**src/rtl/rmem_pkg.sv**
```systemverilog
package rmem_pkg;

  // Strobes from the repair control to the array datapath
  typedef struct packed {
    logic wrEn;      // store into the selected row this cycle
    logic rdEn;      // capture the selected row into the read register
    logic useSpare;  // selected row is a spare, not a normal row
  } rmemStrobe_t;

endpackage

```
**src/rtl/rmem_ctrl.sv**
```systemverilog
module rmem_ctrl
  import rmem_pkg::*;
#(
  parameter int ROWS = 16,
  parameter int NUM_SPARE = 2,
  parameter int DATA_W = 8,
  localparam int ROW_AW = $clog2(ROWS),
  localparam int SPARE_IDX_W = (NUM_SPARE > 1) ? $clog2(NUM_SPARE) : 1
) (
  input  logic                   clk,
  input  logic                   rstN,
  input  logic                   cfgRowWe,
  input  logic [SPARE_IDX_W-1:0] cfgSpareIdx,
  input  logic [ROW_AW-1:0]      cfgRowAddr,
  input  logic                   cfgRowValid,
  input  logic                   cfgColWe,
  input  logic [DATA_W-1:0]      cfgColFuse,
  input  logic                   memEn,
  input  logic                   memWe,
  input  logic [ROW_AW-1:0]      memAddr,
  output rmemStrobe_t            strobe,
  output logic [DATA_W-1:0]      colShift,
  output logic [ROWS-1:0]        normWl,
  output logic [NUM_SPARE-1:0]   spareWl
);

  logic [ROW_AW-1:0]    repAddr [NUM_SPARE];
  logic [NUM_SPARE-1:0] repValid;
  logic [NUM_SPARE-1:0] spareMatch;
  logic                 anyHit;

  // Repair entries, one register set and comparator per spare row
  for (genvar k = 0; k < NUM_SPARE; k++) begin : g_spare
    always_ff @(posedge clk or negedge rstN) begin
      if (!rstN) begin
        repAddr[k]  <= '0;
        repValid[k] <= 1'b0;
      end else if (cfgRowWe && (cfgSpareIdx == SPARE_IDX_W'(k))) begin
        repAddr[k]  <= cfgRowAddr;
        repValid[k] <= cfgRowValid;
      end
    end
    assign spareMatch[k] = memEn && repValid[k] && (repAddr[k] == memAddr);
  end

  // Column shift setting
  always_ff @(posedge clk or negedge rstN) begin
    if (!rstN) colShift <= '0;
    else if (cfgColWe) colShift <= cfgColFuse;
  end

  // Lowest-numbered matching spare takes the access
  always_comb begin
    logic found;
    found   = 1'b0;
    spareWl = '0;
    for (int k = 0; k < NUM_SPARE; k++) begin
      if (spareMatch[k] && !found) begin
        spareWl[k] = 1'b1;
        found      = 1'b1;
      end
    end
  end

  assign anyHit = |spareMatch;

  // Normal decoder, suppressed by any spare hit
  always_comb begin
    normWl = '0;
    if (memEn && !anyHit) normWl = ROWS'(1) << memAddr;
  end

  always_comb begin
    strobe.wrEn     = memEn && memWe;
    strobe.rdEn     = memEn && !memWe;
    strobe.useSpare = anyHit;
  end

endmodule

```
**src/rtl/rmem_dpath.sv**
```systemverilog
module rmem_dpath
  import rmem_pkg::*;
#(
  parameter int ROWS = 16,
  parameter int NUM_SPARE = 2,
  parameter int DATA_W = 8,
  parameter logic [ROWS-1:0] BAD_ROW_MASK = '0,
  parameter int BAD_COL = -1,
  localparam int ROW_AW = $clog2(ROWS),
  localparam int PHYS_W = DATA_W + 1
) (
  input  logic                 clk,
  input  logic                 rstN,
  input  rmemStrobe_t          strobe,
  input  logic [DATA_W-1:0]    colShift,
  input  logic [NUM_SPARE-1:0] spareWl,
  input  logic [ROW_AW-1:0]    memAddr,
  input  logic [DATA_W-1:0]    memWData,
  output logic [DATA_W-1:0]    memRData
);

  logic [PHYS_W-1:0] normArr  [ROWS];
  logic [PHYS_W-1:0] spareArr [NUM_SPARE];
  logic [PHYS_W-1:0] physWr;
  logic [PHYS_W-1:0] physRaw;
  logic [PHYS_W-1:0] physRd;
  logic [DATA_W-1:0] rdSteered;

  // Write steering: physical column j takes bit j, or bit j-1 when shifted
  for (genvar j = 0; j < PHYS_W; j++) begin : g_wcol
    if (j == 0) begin : g_first
      assign physWr[j] = colShift[0] ? 1'b0 : memWData[0];
    end else if (j == DATA_W) begin : g_last
      assign physWr[j] = colShift[j-1] ? memWData[j-1] : 1'b0;
    end else begin : g_mid
      assign physWr[j] = colShift[j]   ? memWData[j-1] :
                         colShift[j-1] ? memWData[j-1] : memWData[j];
    end
  end

  // Behavioural cell array
  always_ff @(posedge clk) begin
    if (strobe.wrEn) begin
      if (strobe.useSpare) begin
        for (int k = 0; k < NUM_SPARE; k++)
          if (spareWl[k]) spareArr[k] <= physWr;
      end else begin
        normArr[memAddr] <= physWr;
      end
    end
  end

  always_comb begin
    physRaw = '0;
    if (strobe.useSpare) begin
      for (int k = 0; k < NUM_SPARE; k++)
        if (spareWl[k]) physRaw = spareArr[k];
    end else begin
      physRaw = normArr[memAddr];
    end
  end

  // Defect model: stuck rows read zero, stuck column reads one
  always_comb begin
    physRd = physRaw;
    if (!strobe.useSpare && BAD_ROW_MASK[memAddr]) physRd = '0;
    for (int j = 0; j < PHYS_W; j++)
      if (j == BAD_COL) physRd[j] = 1'b1;
  end

  // Read steering: data bit i comes from column i or i+1
  for (genvar i = 0; i < DATA_W; i++) begin : g_rcol
    assign rdSteered[i] = colShift[i] ? physRd[i+1] : physRd[i];
  end

  always_ff @(posedge clk or negedge rstN) begin
    if (!rstN) memRData <= '0;
    else if (strobe.rdEn) memRData <= rdSteered;
  end

endmodule

```
**src/rtl/redundant_mem.sv**
```systemverilog
module redundant_mem
  import rmem_pkg::*;
#(
  parameter int ROWS = 16,
  parameter int NUM_SPARE = 2,
  parameter int DATA_W = 8,
  parameter logic [ROWS-1:0] BAD_ROW_MASK = '0,
  parameter int BAD_COL = -1,
  localparam int ROW_AW = $clog2(ROWS),
  localparam int SPARE_IDX_W = (NUM_SPARE > 1) ? $clog2(NUM_SPARE) : 1
) (
  input  logic                   clk,
  input  logic                   rstN,
  input  logic                   cfgRowWe,
  input  logic [SPARE_IDX_W-1:0] cfgSpareIdx,
  input  logic [ROW_AW-1:0]      cfgRowAddr,
  input  logic                   cfgRowValid,
  input  logic                   cfgColWe,
  input  logic [DATA_W-1:0]      cfgColFuse,
  input  logic                   memEn,
  input  logic                   memWe,
  input  logic [ROW_AW-1:0]      memAddr,
  input  logic [DATA_W-1:0]      memWData,
  output logic [DATA_W-1:0]      memRData,
  output logic [ROWS-1:0]        normWl,
  output logic [NUM_SPARE-1:0]   spareWl
);

  rmemStrobe_t       strobe;
  logic [DATA_W-1:0] colShift;

  rmem_ctrl #(.ROWS(ROWS), .NUM_SPARE(NUM_SPARE), .DATA_W(DATA_W)) u_ctrl (
    .clk(clk), .rstN(rstN),
    .cfgRowWe(cfgRowWe), .cfgSpareIdx(cfgSpareIdx), .cfgRowAddr(cfgRowAddr),
    .cfgRowValid(cfgRowValid), .cfgColWe(cfgColWe), .cfgColFuse(cfgColFuse),
    .memEn(memEn), .memWe(memWe), .memAddr(memAddr),
    .strobe(strobe), .colShift(colShift), .normWl(normWl), .spareWl(spareWl)
  );

  rmem_dpath #(.ROWS(ROWS), .NUM_SPARE(NUM_SPARE), .DATA_W(DATA_W),
               .BAD_ROW_MASK(BAD_ROW_MASK), .BAD_COL(BAD_COL)) u_dpath (
    .clk(clk), .rstN(rstN), .strobe(strobe), .colShift(colShift),
    .spareWl(spareWl), .memAddr(memAddr), .memWData(memWData),
    .memRData(memRData)
  );

endmodule

```
**config.mk**
```make
export PLATFORM = sky130hd
export DESIGN_NAME = redundant_mem
export DESIGN_NICKNAME = d
export VERILOG_FILES = /design/src/rtl/rmem_pkg.sv /design/src/rtl/rmem_ctrl.sv /design/src/rtl/rmem_dpath.sv /design/src/rtl/redundant_mem.sv
export SDC_FILE = /design/constraint.sdc
export NUM_CORES = 1
export LEC_CHECK = 0
export ABC_AREA = 0
export BUFFER_PORTS_ARGS = -buffer_cell sky130_fd_sc_hd__buf_2
export CELL_PAD_IN_SITES_DETAIL_PLACEMENT = 0
export CELL_PAD_IN_SITES_GLOBAL_PLACEMENT = 1
export CORE_MARGIN = 2
export CORE_UTILIZATION = 43
export CTS_CLUSTER_DIAMETER = 120
export CTS_CLUSTER_SIZE = 12
export DETAILED_ROUTE_END_ITERATION = 8
export PLACE_DENSITY_LB_ADDON = 0.25
export SYNTH_ARGS = -nofsm -noshare
export SYNTH_HDL_FRONTEND = slang
export SYNTH_SLANG_ARGS = --single-unit
```
**constraint.sdc**
```tcl
create_clock -name clk -period 3.2 [get_ports clk]
set_clock_uncertainty 0.15 [all_clocks]
set_input_delay 0.48 -clock clk [delete_from_list [all_inputs] [get_ports clk]]
set_output_delay 0.48 -clock clk [all_outputs]
set_load 0.01 [all_outputs]
```
# Word level (Yosys, flattened, before mapping)
# Memories as Yosys holds them, arrays and structs flattened.
# Cells that the tools add are included.
# op_classes
mux	46
bitwise	1
shifts	1
magnitude_cmp	1
reduce_logical	16
n_eq_ne	2
# op_table
operator	count
9-bit 2-to-1 mux	5
1-bit 2-to-1 mux	40
16-bit 2-to-1 mux	1
1-bit by 4-bit left shift with 16-bit output (first input constant)	1
1-bit logical AND	11
9-bit OR reduction	1
4-bit equality test	2
4-bit by 5-bit less-than comparator with 1-bit output (second input constant)	1
1-bit logical NOT	3
2-bit OR reduction	1
1-bit NOT	1
# word_totals
n_memories	3
in_bits	32
output_inout_bits	26
regBits	26
word_cells	76
mem_bits_rw	162
romBits	16
# memory_table
name	words	width	rd	rd_ports_with_merged_regs	wr	line_no	rtl
u_dpath.normArr	16	9	1	0	1	rmem_dpath.sv:22	logic [PHYS_W-1:0] normArr [ROWS];
u_dpath.spareArr	2	9	2	0	1	rmem_dpath.sv:23	logic [PHYS_W-1:0] spareArr [NUM_SPARE];
(no name shown)	16	1	1	0	0	rmem_dpath.sv:66	if (!strobe.useSpare && BAD_ROW_MASK[memAddr]) physRd = '0;

# Longest topological paths before layout
# Gate-level depths: netlist of the first run.
# logic_depth
word_depth	12
ltp_mapped	8
ltp_nobuf	6

# By module
# From an unflattened synthesis of the first run, not the netlist that was laid out.
# hier_totals
hier_cells	474
area_unflattened_um2	7968.9
# modules_own_cells
module	cells_each	seq_area_each_um2	instances	area_each_um2
rmem_dpath	372	5064.9	1	6862.8
rmem_ctrl	102	450.4	1	1106.1

# Worst setup path before layout of the first run
# OpenSTA, ideal clock, no wires.
# synth_path
path_type	in2reg
startpoint	input port memAddr[3]
endpoint	memory u_dpath.spareArr[0][10] (netlist name), enable pin
n_path_buf	1
t_arrival_ps	2150
setup_time_ps	387
required_ps	2663
path_stages	5
slack_ps	513
cell_sequence	buf_4 inv_2 a222oi_1 nand3_2 nor3_1
# synth_via
elab_chain_len	12
elab_cells_between_ends	20
classes_between	eq/ne: 2; mux: 12; reduce/logical: 6
# synth_lines
item	line_no	rtl
from (decl)	redundant_mem.sv:22	input logic [ROW_AW-1:0] memAddr,
4-bit equality test	rmem_ctrl.sv:43	assign spareMatch[k] = memEn && repValid[k] && (repAddr[k] == memAddr);
1-bit logical AND	rmem_ctrl.sv:43	
1-bit 2-to-1 mux	rmem_ctrl.sv:58	if (spareMatch[k] && !found) begin
1-bit logical NOT	rmem_ctrl.sv:58	
1-bit logical AND	rmem_ctrl.sv:58	
1-bit 2-to-1 mux	rmem_ctrl.sv:58	
1-bit 2-to-1 mux	rmem_dpath.sv:46	if (spareWl[k]) spareArr[k] <= physWr;
1-bit 2-to-1 mux	rmem_dpath.sv:44	if (strobe.useSpare) begin
1-bit 2-to-1 mux	rmem_dpath.sv:43	if (strobe.wrEn) begin
1-bit 2-to-1 mux (implied by the code)	rmem_dpath.sv:46	
9-bit OR reduction (no line)	--	
1-bit 2-to-1 mux (no line)	--	
to (decl)	rmem_dpath.sv:23	
# Several ways; a longest one is shown, not always the timed one.

# Worst setup path in the final report of the first run
# layout_path
startpoint	register u_ctrl.repAddr[1] (netlist name)
endpoint	output port normWl[0]
# layout_via
elab_chain_len	6
# layout_lines
item	line_no	rtl
from (decl)	rmem_ctrl.sv:27	logic [ROW_AW-1:0] repAddr [NUM_SPARE];
from (signal, indexed assignment)	rmem_ctrl.sv:39	repAddr[k] <= cfgRowAddr;
4-bit equality test	rmem_ctrl.sv:43	
1-bit logical AND	rmem_ctrl.sv:43	
2-bit OR reduction	rmem_ctrl.sv:65	assign anyHit = |spareMatch;
1-bit logical NOT	rmem_ctrl.sv:70	if (memEn && !anyHit) normWl = ROWS'(1) << memAddr;
1-bit logical AND	rmem_ctrl.sv:70	
16-bit 2-to-1 mux	rmem_ctrl.sv:70	
to (decl)	redundant_mem.sv:25	output logic [ROWS-1:0] normWl,
# Every way passes these cells.

==> impl_metrics.py, run 1 <==
metrics = {
    "pwr": {
        "p_sw_mw": 1.30,
        "irDropWorstVdd_mv": 0.365,
        "pwr-share-clk_pct": 39.0,
        "seqPwrFrac_pct": 52.4,
        "power_density_mw_per_mm2": 603,
        "p_leak_nw": 3.07,
        "p_int_mw": 4.06,
        "switching_share_pct": 24.2,
        "p_total_mw": 5.36,
        "pwr-share-comb_pct": 8.5,
    },
    "place": {
        "dp.cells": 714,
        "io_buffers": 57,
        "dp_slack_ns": 0.293,
        "gp_congestion": 0.823,
        "dpl.hpwl_mm": 11.4,
    },
    "setup_path": {
        "worstPathRequired_ns": 2.57,
        "cp-end-kind": "primary output",
        "worst_path_largest_cell_delay_ns": 0.43,
        "reg2reg_setup_slack_ns": 0.69,
        "path_cells": "nor2b_1 > a2111oi_4 > nand3_2 > and4_4 > nand2b_1 > nor3_1 > buf_2",
        "r2r_cells": 6,
        "critPathBufInv": 1,
        "critPathTopFamily": "simple AND/OR/NAND/NOR gates",
        "crit_cells": 7,
        "slowest_stage": "a2111oi_4",
        "critPathLaunchType": "flop",
        "crit_type": "flop to primary output",
        "cp.arrival_ns": 2.43,
        "worstPathMaxFanout": 8,
    },
    "clocking": {
        "cts_max_level": 4,
        "clock_sinks": 188,
        "cts_buffers": 17,
        "clock-root-buffer": "clkbuf_16",
        "cts.reportedPaths.clkPinSlew_ns": 0.07,
        "clk_latency_ns": 0.43,
        "cts_tree": "built",
        "cts.path.max_buffers": 2,
    },
    "final_layout": {
        "fin_cells": 747,
        "drive_gt1_share_pct": 32.8,
        "nets": 541,
        "area_delta_synth_final_pct": 15.3,
        "diodes": 0,
    },
    "floorplanning": {
        "core_area_mm2": 0.0174,
        "initial_core_util_pct": 44.3,
        "io_pins": 58,
        "die_y_um": 138,
        "row_count": 48,
        "dieArea_mm2": 0.0190,
        "die_x_um": 138,
    },
    "routing": {
        "drt_iter0_markers": 402,
        "wl_per_cell_um": 22.4,
        "vias_per_cell": 5.62,
        "drc": 0,
        "first_pass_iters": 5,
        "vias": 4199,
        "ant_nets": 0,
        "wl_mm": 16.8,
    },
    "worst_hold_path": {
        "hold_path_depth": 3,
        "hold_path.class": "primary input to flop",
    },
    "grt": {
        "first_global_vias": 4225,
        "grt_max_degree": 29,
        "overflow": 0,
        "grt_pass1_wl_mm": 25.3,
        "antenna_found_initial": 0,
        "track_usage_pct": 18.7,
    },
    "status": {
        "status": "finished, final reports clean",
    },
    "logic_synthesis": {
        "synthArstFlopShare_pct": 13.8,
        "syn_inst": 443,
        "synth_top_area_cell": "edfxtp_1",
        "yosysMostFrequentCell": "edfxtp_1",
        "ys_ff_latch": 188,
        "syn_avg_cell_area_um2": 17.4,
        "synth.cell_area_mm2": 0.00771,
        "synth.area.top_cells": "edfxtp_1 63%, mux4_2 11%, dfrtp_1 8.4%",
        "yosysTopAreaCellShare_pct": 63.1,
        "synth-edff-count": 162,
        "synth_cell_types": 44,
        "yosys_warnings": 0,
        "seq_area_frac_synth_pct": 71.5,
        "yosys-top-cells-count": "162 x edfxtp_1, 40 x nor2_1, 36 x mux4_2, 26 x dfrtp_1, 22 x mux2_2",
        "synth_ff_type": "edfxtp_1",
        "synth_nets": 475,
    },
    "timing": {
        "relSlewSlack_pct": 36.3,
        "timing.final.crit_share_pct": 95.7,
        "setup_viol": 0,
        "fin_setup_tns_ns": 0,
        "timing.fmax_mhz": 326,
        "worst_slack_ns": 0.136,
        "period_needed_ns": 3.06,
        "max_slew.worst_pin.slew_ns": 0.951,
        "rsz0062_at_grt": "false",
        "slew_viol_final": 0,
        "finalHoldViolCount": 0,
    },
    "run": {
        "max_cap_viol_count": 0,
    },
}
-- worst register-to-register path: cells and delay by family (launching register included) --
kind,cells,cell delay [ns]
DFF,1,0.39
and+or+nand+nor,5,1.48
AOI/OAI and AO/OA,1,0.10
-- layout make-up --
cell class / count / area (µm²)
Timing Repair Buffer: 70 / 410
Tap cell: 225 / 282
Sequential cell: 188 / 5520
Inverter: 14 / 52.6
Multi-Input combinational cell: 218 / 2030
Clock inverter: 15 / 173
Fill cell: 1410 / 8530
Clock buffer: 17 / 425
-- kinds of logic (layout without fill, tap and decap cells) --
kind of cell / count (synthesis) / count (layout) / synth area share, %
flops: 188 / 188 / 71.5
simple gates: 92 / 92 / 5.71
compound gates: 66 / 66 / 6.48
mux: 58 / 58 / 13.7
buf+inv: 37 / 116 / 2.30
xor+xnor: 2 / 2 / 0.227
-- metrics by stage --
| step | hold slack (ns) | utilization, % | cell area (µm²) |
|---|---|---|---|
| floorplan | 0.0344 | - | 7710 |
| global placement | 0.335 | 47.5 | 8270 |
| detailed placement | 0.347 | 47.5 | 8270 |
| CTS | 0.103 | 50.9 | 8870 |
| global route | 0.122 | 51.0 | 8890 |
| finish | 0.118 | 51.0 | 8890 |
-- state kept, by name, indices dropped and copies added, names as in the netlist --
signal / cells
u_dpath.normArr: 144
u_ctrl.repValid: 2
u_ctrl.colShift: 8
u_dpath.memRData: 8
u_ctrl.repAddr: 8
u_dpath.spareArr: 18
-- placed cells by master, fill, tap and decap left out, drive strengths merged, types with 2 or more instances in the layout --
cell / netlist / layout
a21boi: 4 / 4
a21oi: 10 / 10
a222oi: 2 / 2
a22o: 4 / 4
a22oi: 18 / 18
and2: 2 / 2
and3: 3 / 3
buf: 15 / 69
clkbuf: 8 / 17
clkinv: 0 / 5
dfrtp: 26 / 26
edfxtp: 162 / 162
inv: 14 / 22
mux2: 22 / 22
mux4: 36 / 36
nand2: 18 / 18
nand2b: 2 / 2
nand3: 5 / 5
nand4: 2 / 2
nor2: 40 / 40
nor2b: 10 / 10
nor3: 5 / 5
o2111ai: 3 / 3
o211ai: 8 / 8
o21ai: 9 / 9
o221ai: 5 / 5
xnor2: 2 / 2
-- timing repair --
action,in CTS,in global routing
setup endpoints to repair,0,5
hold endpoints to repair,26,0
gates resized for setup,0,1
hold buffers,1,0
buffers inserted,0,0
-- worst paths after layout --
check | from | to
setup / recovery | u_ctrl.repAddr[1] | normWl[0]
hold / removal | cfgColFuse[1] | u_ctrl.colShift[1]
setup reg to reg | u_ctrl.repAddr[1] | u_dpath.normArr[4][3]
hold reg to reg | u_dpath.memRData[6] | u_dpath.memRData[6]
max in group asynchronous | rstN | u_dpath.memRData[1]
min in group asynchronous | rstN | u_ctrl.repValid[0]
-- power groups by stage --
stage / clock network [mW] / logic, mW / registers [mW]
global placement: 0 / 0.448 / 2.86
finish: 2.09 / 0.457 / 2.81
CTS: 2.13 / 0.456 / 2.81
detailed placement: 0 / 0.455 / 2.86
floorplan: 0 / 0.276 / 2.86
global route: 2.23 / 0.499 / 2.82
-- layer usage --
layer  GRT usage (%)  part of all wire (%)
met1            25.9                    45
met4            6.35                   1.7
met2            29.3                    47
met3            4.31                   6.2
met5               0                     0
Power figures use the tool's default switching activity.
==> inputs of run 2 (changes only) <==
--- a/config.mk
+++ b/config.mk
@@ -6,7 +6,6 @@
 export NUM_CORES = 1
 export LEC_CHECK = 0
 export ABC_AREA = 0
-export BUFFER_PORTS_ARGS = -buffer_cell sky130_fd_sc_hd__buf_2
 export CELL_PAD_IN_SITES_DETAIL_PLACEMENT = 0
 export CELL_PAD_IN_SITES_GLOBAL_PLACEMENT = 1
 export CORE_MARGIN = 2
@@ -14,6 +13,7 @@
 export CTS_CLUSTER_DIAMETER = 120
 export CTS_CLUSTER_SIZE = 12
 export DETAILED_ROUTE_END_ITERATION = 8
+export DONT_BUFFER_PORTS = 1
 export PLACE_DENSITY_LB_ADDON = 0.25
 export SYNTH_ARGS = -nofsm -noshare
 export SYNTH_HDL_FRONTEND = slang
==> run 2 against run 1 <==
  * Via count shrank 4.8%
  * Setup slack improved by 0.083 ns
  * Count of clock-buffer cells in the layout is 1 higher
==> impl_metrics.py, run 2 (same netlist as run 1, synthesis figures left out) <==
metrics = {
    "setup_path": {
        "critPathTopFamily": "simple AND/OR/NAND/NOR gates",
        "r2r_cells": 6,
        "reg2reg_setup_slack_ns": 0.73,
        "timing.rr.start": "u_ctrl.repAddr[1]",
        "cp-end-kind": "primary output",
        "worst_path_largest_cell_delay_ns": 0.52,
        "critPathBufInv": 0,
        "rr_endpoint": "u_dpath.normArr[8][1]",
        "worstPathRequired_ns": 2.57,
        "worstPathMaxFanout": 8,
        "critPathLaunchType": "flop",
        "slowest_stage": "a2111oi_2",
        "path_cells": "nor2b_1 > a2111oi_2 > nand3_2 > and3_1 > nand3b_2 > nor2_1",
        "cp.arrival_ns": 2.35,
        "crit_type": "flop to primary output",
    },
    "grt": {
        "antenna_found_initial": 0,
        "first_global_vias": 4039,
        "track_usage_pct": 18.3,
        "overflow": 0,
        "grt_pass1_wl_mm": 24.7,
        "grt_max_degree": 50,
    },
    "final_layout": {
        "nets": 480,
        "area_delta_synth_final_pct": 10.6,
        "largest_reg_flops": 144,
        "final_common_cell": "edfxtp_1",
        "diodes": 0,
        "stdcell_area_mm2": 0.00852,
        "top_regs": "u_dpath.normArr x144, u_dpath.spareArr x18",
        "final_cell_mix": "162 x edfxtp_1, 40 x nor2_1, 36 x mux4_2",
        "final_core_util_pct": 48.9,
        "top_register": "u_dpath.normArr",
        "drive_gt1_share_pct": 23.9,
    },
    "clocking": {
        "cts_max_level": 4,
        "cts_buffers": 17,
        "cts_tree": "built",
        "cts_post_setup_buffers_inserted": 0,
        "cts.path.max_buffers": 2,
        "clock_sinks": 188,
        "clk_latency_ns": 0.44,
        "cts.reportedPaths.clkPinSlew_ns": 0.07,
        "clock-root-buffer": "clkbuf_16",
    },
    "worst_hold_path": {
        "hold_path_end": "u_ctrl.repAddr[4]",
        "hold_path.class": "primary input to flop",
        "hold_start": "cfgRowAddr[0]",
        "hold_path_depth": 2,
    },
    "timing": {
        "fin_setup_tns_ns": 0,
        "timing.fmax_mhz": 335,
        "max_slew.worst_pin.slew_ns": 0.950,
        "period_needed_ns": 2.98,
        "slew_viol_final": 0,
        "rsz0062_at_grt": "false",
        "relSlewSlack_pct": 36.4,
        "setup_viol": 0,
        "finalHoldViolCount": 0,
        "timing.final.crit_share_pct": 93.2,
    },
    "floorplanning": {
        "core_area_mm2": 0.0174,
        "io_pins": 58,
        "initial_core_util_pct": 44.3,
        "die_x_um": 138,
        "die_y_um": 138,
        "dieArea_mm2": 0.0190,
        "row_count": 48,
    },
    "run": {
        "max_cap_viol_count": 0,
    },
    "place": {
        "gp_congestion": 0.791,
        "dpl_cell_area_mm2": 0.00792,
        "io_buffers": 0,
        "dpl.hpwl_mm": 11.2,
    },
    "pwr": {
        "power_density_mw_per_mm2": 611,
        "p_total_mw": 5.21,
        "p_leak_nw": 2.78,
        "irDropWorstVdd_mv": 0.369,
    },
    "routing": {
        "first_pass_iters": 5,
        "wl_mm": 16.6,
        "vias_per_cell": 5.83,
        "vias": 3996,
        "ant_nets": 0,
        "wl_per_cell_um": 24.2,
        "drc": 0,
        "drt_iter0_markers": 373,
    },
    "status": {
        "status": "finished, final reports clean",
    },
}
run 2: worst max path at each step:
stage                            from  slack (ns)                       to  cells after the start
floorplan                  memAddr[3]        0.51  u_dpath.spareArr[0][10]                      5
global placement           memAddr[3]        0.65                normWl[0]                      6
detailed placement         memAddr[3]        0.59                normWl[0]                      6
CTS                 u_ctrl.repAddr[1]        0.16                normWl[0]                      6
global route        u_ctrl.repAddr[1]        0.09                normWl[9]                      6
finish              u_ctrl.repAddr[1]        0.22                normWl[9]                      6
run 2: through the flow:
step	cells	hold WS, ns	worst slack (ns)
after floorplan	443	0.0344	0.513
after global placement	652	0.0350	0.651
after detailed placement	652	0.0351	0.588
after CTS	686	0.00465	0.157
after global routing	686	0.0159	0.0884
final	686	0.0138	0.219
run 2: area by class of cell:
type | instances | area [µm²]
inverters | 14 | 52.6
flip-flops and latches | 188 | 5520
well taps | 225 | 282
repair buffers | 9 | 82.6
clock buffers | 18 | 429
multi-input cells | 218 | 2020
fillers | 1469 | 8890
clock inverters | 14 | 143
run 2: layer usage:
metal | global-route usage (%) | wire, µm | up-vias
met5 | 0 | 0 | -
met4 | 6.52 | 268 | 0
met3 | 3.69 | 963 | 19
met2 | 28.9 | 7860 | 140
met1 | 25.7 | 7520 | 2073
li1 | - | - | 1764
run 2: worst reg2reg max path: stages (launching register included):
cell and delay [ns]:
dfrtp_1 0.41, nor2b_1 0.15, a2111oi_2 0.52, nand3_2 0.16, and3_1 0.26, nand3b_2 0.27, nor2_1 0.27
run 2: what timing repair did:
| action | in CTS | in global routing |
|---|---|---|
| resized for setup | 0 | 1 |
| hold endpoints to repair | 26 | 0 |
| endpoints found under the setup margin | 0 | 1 |
| hold buffers | 2 | 0 |
run 2: power by group:
group	internal, mW	leakage, nW	total (mW)	switching [mW]
logic	0.145	0.730	0.351	0.205
clock network	1.04	0.279	2.03	0.993
registers	2.76	1.77	2.82	0.0616
==> inputs of run 3 (changes only) <==
--- a/config.mk
+++ b/config.mk
@@ -8,7 +8,6 @@
 export ABC_AREA = 0
 export CELL_PAD_IN_SITES_DETAIL_PLACEMENT = 0
 export CELL_PAD_IN_SITES_GLOBAL_PLACEMENT = 1
-export CORE_MARGIN = 2
 export CORE_UTILIZATION = 43
 export CTS_CLUSTER_DIAMETER = 120
 export CTS_CLUSTER_SIZE = 12
==> run 3 against run 2 <==
  * Sequential power barely moved
  * Clock power barely moved
  * Total power fell by 0.23%
  * Hold slack improved by 0.016 ns
  * Cell area rose by 0.82%
  * Wire length fell by 0.52%
  * Global-route usage rose by 1.0 points
  * Fmax fell by 0.29%
  * Critical path type unchanged
  * Critical endpoint unchanged
  * Largest cell class unchanged
==> impl_metrics.py, run 3 (same netlist as run 1, synthesis figures left out) <==
metrics = {
    "routing": {
        "vias_per_cell": 5.77,
        "wl_mm": 16.5,
        "ant_nets": 0,
        "wl_per_cell_um": 23.8,
        "drt_iter0_markers": 268,
        "vias": 4006,
        "drc": 0,
        "first_pass_iters": 9,
    },
    "timing": {
        "hold_ws_ns": 0.0296,
        "period_needed_ns": 2.99,
        "rsz0062_at_grt": "false",
        "timing.final.crit_share_pct": 93.4,
        "max_slew.worst_pin.slew_ns": 0.955,
        "relSlewSlack_pct": 36.1,
        "timing.fmax_mhz": 334,
        "finalHoldViolCount": 0,
        "slew_viol_final": 0,
        "setup_viol": 0,
        "fin_setup_tns_ns": 0,
    },
    "setup_path": {
        "cp.arrival_ns": 2.36,
        "worstPathMaxFanout": 9,
        "crit_type": "flop to primary output",
        "worstPathRequired_ns": 2.57,
        "slowest_stage": "a222oi_1",
        "path_cells": "a222oi_1 > nand3_2 > buf_4 > and3_1 > nand3b_2 > nor2_1",
        "crit_cells": 6,
        "critPathLaunchType": "flop",
        "r2r_cells": 6,
        "cp-end-kind": "primary output",
        "critPathBufInv": 1,
        "worst_path_largest_cell_delay_ns": 0.59,
        "critPathTopFamily": "simple AND/OR/NAND/NOR gates",
    },
    "worst_hold_path": {
        "hold_path.class": "primary input to flop",
        "hold_path_depth": 2,
    },
    "floorplanning": {
        "die_y_um": 136,
        "io_pins": 58,
        "die_x_um": 136,
        "row_count": 48,
        "dieArea_mm2": 0.0185,
        "core_area_mm2": 0.0174,
        "initial_core_util_pct": 44.3,
    },
    "grt": {
        "first_global_vias": 4157,
        "grt_max_degree": 50,
        "overflow": 0,
        "track_usage_pct": 19.4,
        "antenna_found_initial": 0,
        "grt_pass1_wl_mm": 25.2,
    },
    "run": {
        "max_cap_viol_count": 0,
    },
    "place": {
        "io_buffers": 0,
        "dpl.hpwl_mm": 10.7,
        "gp_congestion": 0.817,
    },
    "pwr": {
        "p_total_mw": 5.19,
        "power_density_mw_per_mm2": 605,
        "irDropWorstVdd_mv": 0.351,
        "p_leak_nw": 2.81,
    },
    "final_layout": {
        "final_cell_mix": "162 x edfxtp_1, 40 x nor2_1, 36 x mux4_2",
        "diodes": 0,
        "largest_reg_flops": 144,
        "drive_gt1_share_pct": 24.5,
        "final_common_cell": "edfxtp_1",
        "top_register": "u_dpath.normArr",
        "nets": 489,
        "area_delta_synth_final_pct": 11.5,
        "top_regs": "u_dpath.normArr x144, u_dpath.spareArr x18",
        "final_core_util_pct": 49.3,
    },
    "clocking": {
        "clock_sinks": 188,
        "cts.path.max_buffers": 2,
        "cts_tree": "built",
        "cts_max_level": 4,
        "cts.reportedPaths.clkPinSlew_ns": 0.07,
        "clock-root-buffer": "clkbuf_16",
        "clk_latency_ns": 0.42,
        "cts_buffers": 17,
    },
    "status": {
        "status": "finished, final reports clean",
    },
}
-- run 3: cell count changes in the layout (fill, tap and decap cells not counted), sizes merged --
cell / delta
buf: +8
bufinv: +1
clkinv: -3
clkinvlp: +3
dlygate4sd3: +1
inv: -2
-- run 3: worst paths after layout --
kind                                     from                    end  slack, ns
hold reg to reg            u_ctrl.repValid[1]     u_ctrl.repValid[1]       0.36
setup reg to reg            u_ctrl.repAddr[3]  u_dpath.normArr[1][8]       0.63
min in group asynchronous                rstN      u_ctrl.repAddr[6]       0.34
setup / recovery            u_ctrl.repAddr[3]              normWl[9]       0.21
hold / removal                  cfgRowAddr[0]      u_ctrl.repAddr[4]       0.03
max in group asynchronous                rstN    u_dpath.memRData[5]       2.40
-- run 3: repair_timing --
item,CTS,global route
hold endpoints to repair,27,0
gates resized for setup,0,1
endpoints found under the setup margin,0,4
setup buffers,0,0
hold buffers,3,0
-- run 3: power by group --
| group | leakage [nW] | internal, mW | switching [mW] | total (mW) |
|---|---|---|---|---|
| clock network | 0.263 | 1.09 | 0.926 | 2.02 |
| logic | 0.778 | 0.148 | 0.207 | 0.355 |
| registers | 1.77 | 2.76 | 0.0610 | 2.82 |
| total | 2.81 | 4.00 | 1.19 | 5.19 |
-- run 3: final cells by class --
type | count | area [µm²]
timing repair buffer | 18 | 153
clock buffer | 18 | 429
sequential | 188 | 5520
tap | 225 | 282
fill | 1450 | 8820
multi-input combinational | 218 | 2030
clock inverter | 13 | 133
inverter | 14 | 52.6
-- run 3: through the flow --
step                setup WS [ns]  std cells  instance area, µm²
floorplan                   0.513        443                7710
global placement            0.631        660                7980
detailed placement          0.551        660                7980
CTS                         0.130        694                8580
global route               0.0377        694                8590
finish                      0.210        694                8590
-- run 3: metal layers --
layer  GRT usage (%)  up-vias  part of all wire, %
li1                -     1784                    -
met1            25.9     2074                   43
met2            31.1      137                   48
met3            5.52       11                  7.3
met4            5.49        0                  1.5
met5               0        -                    0
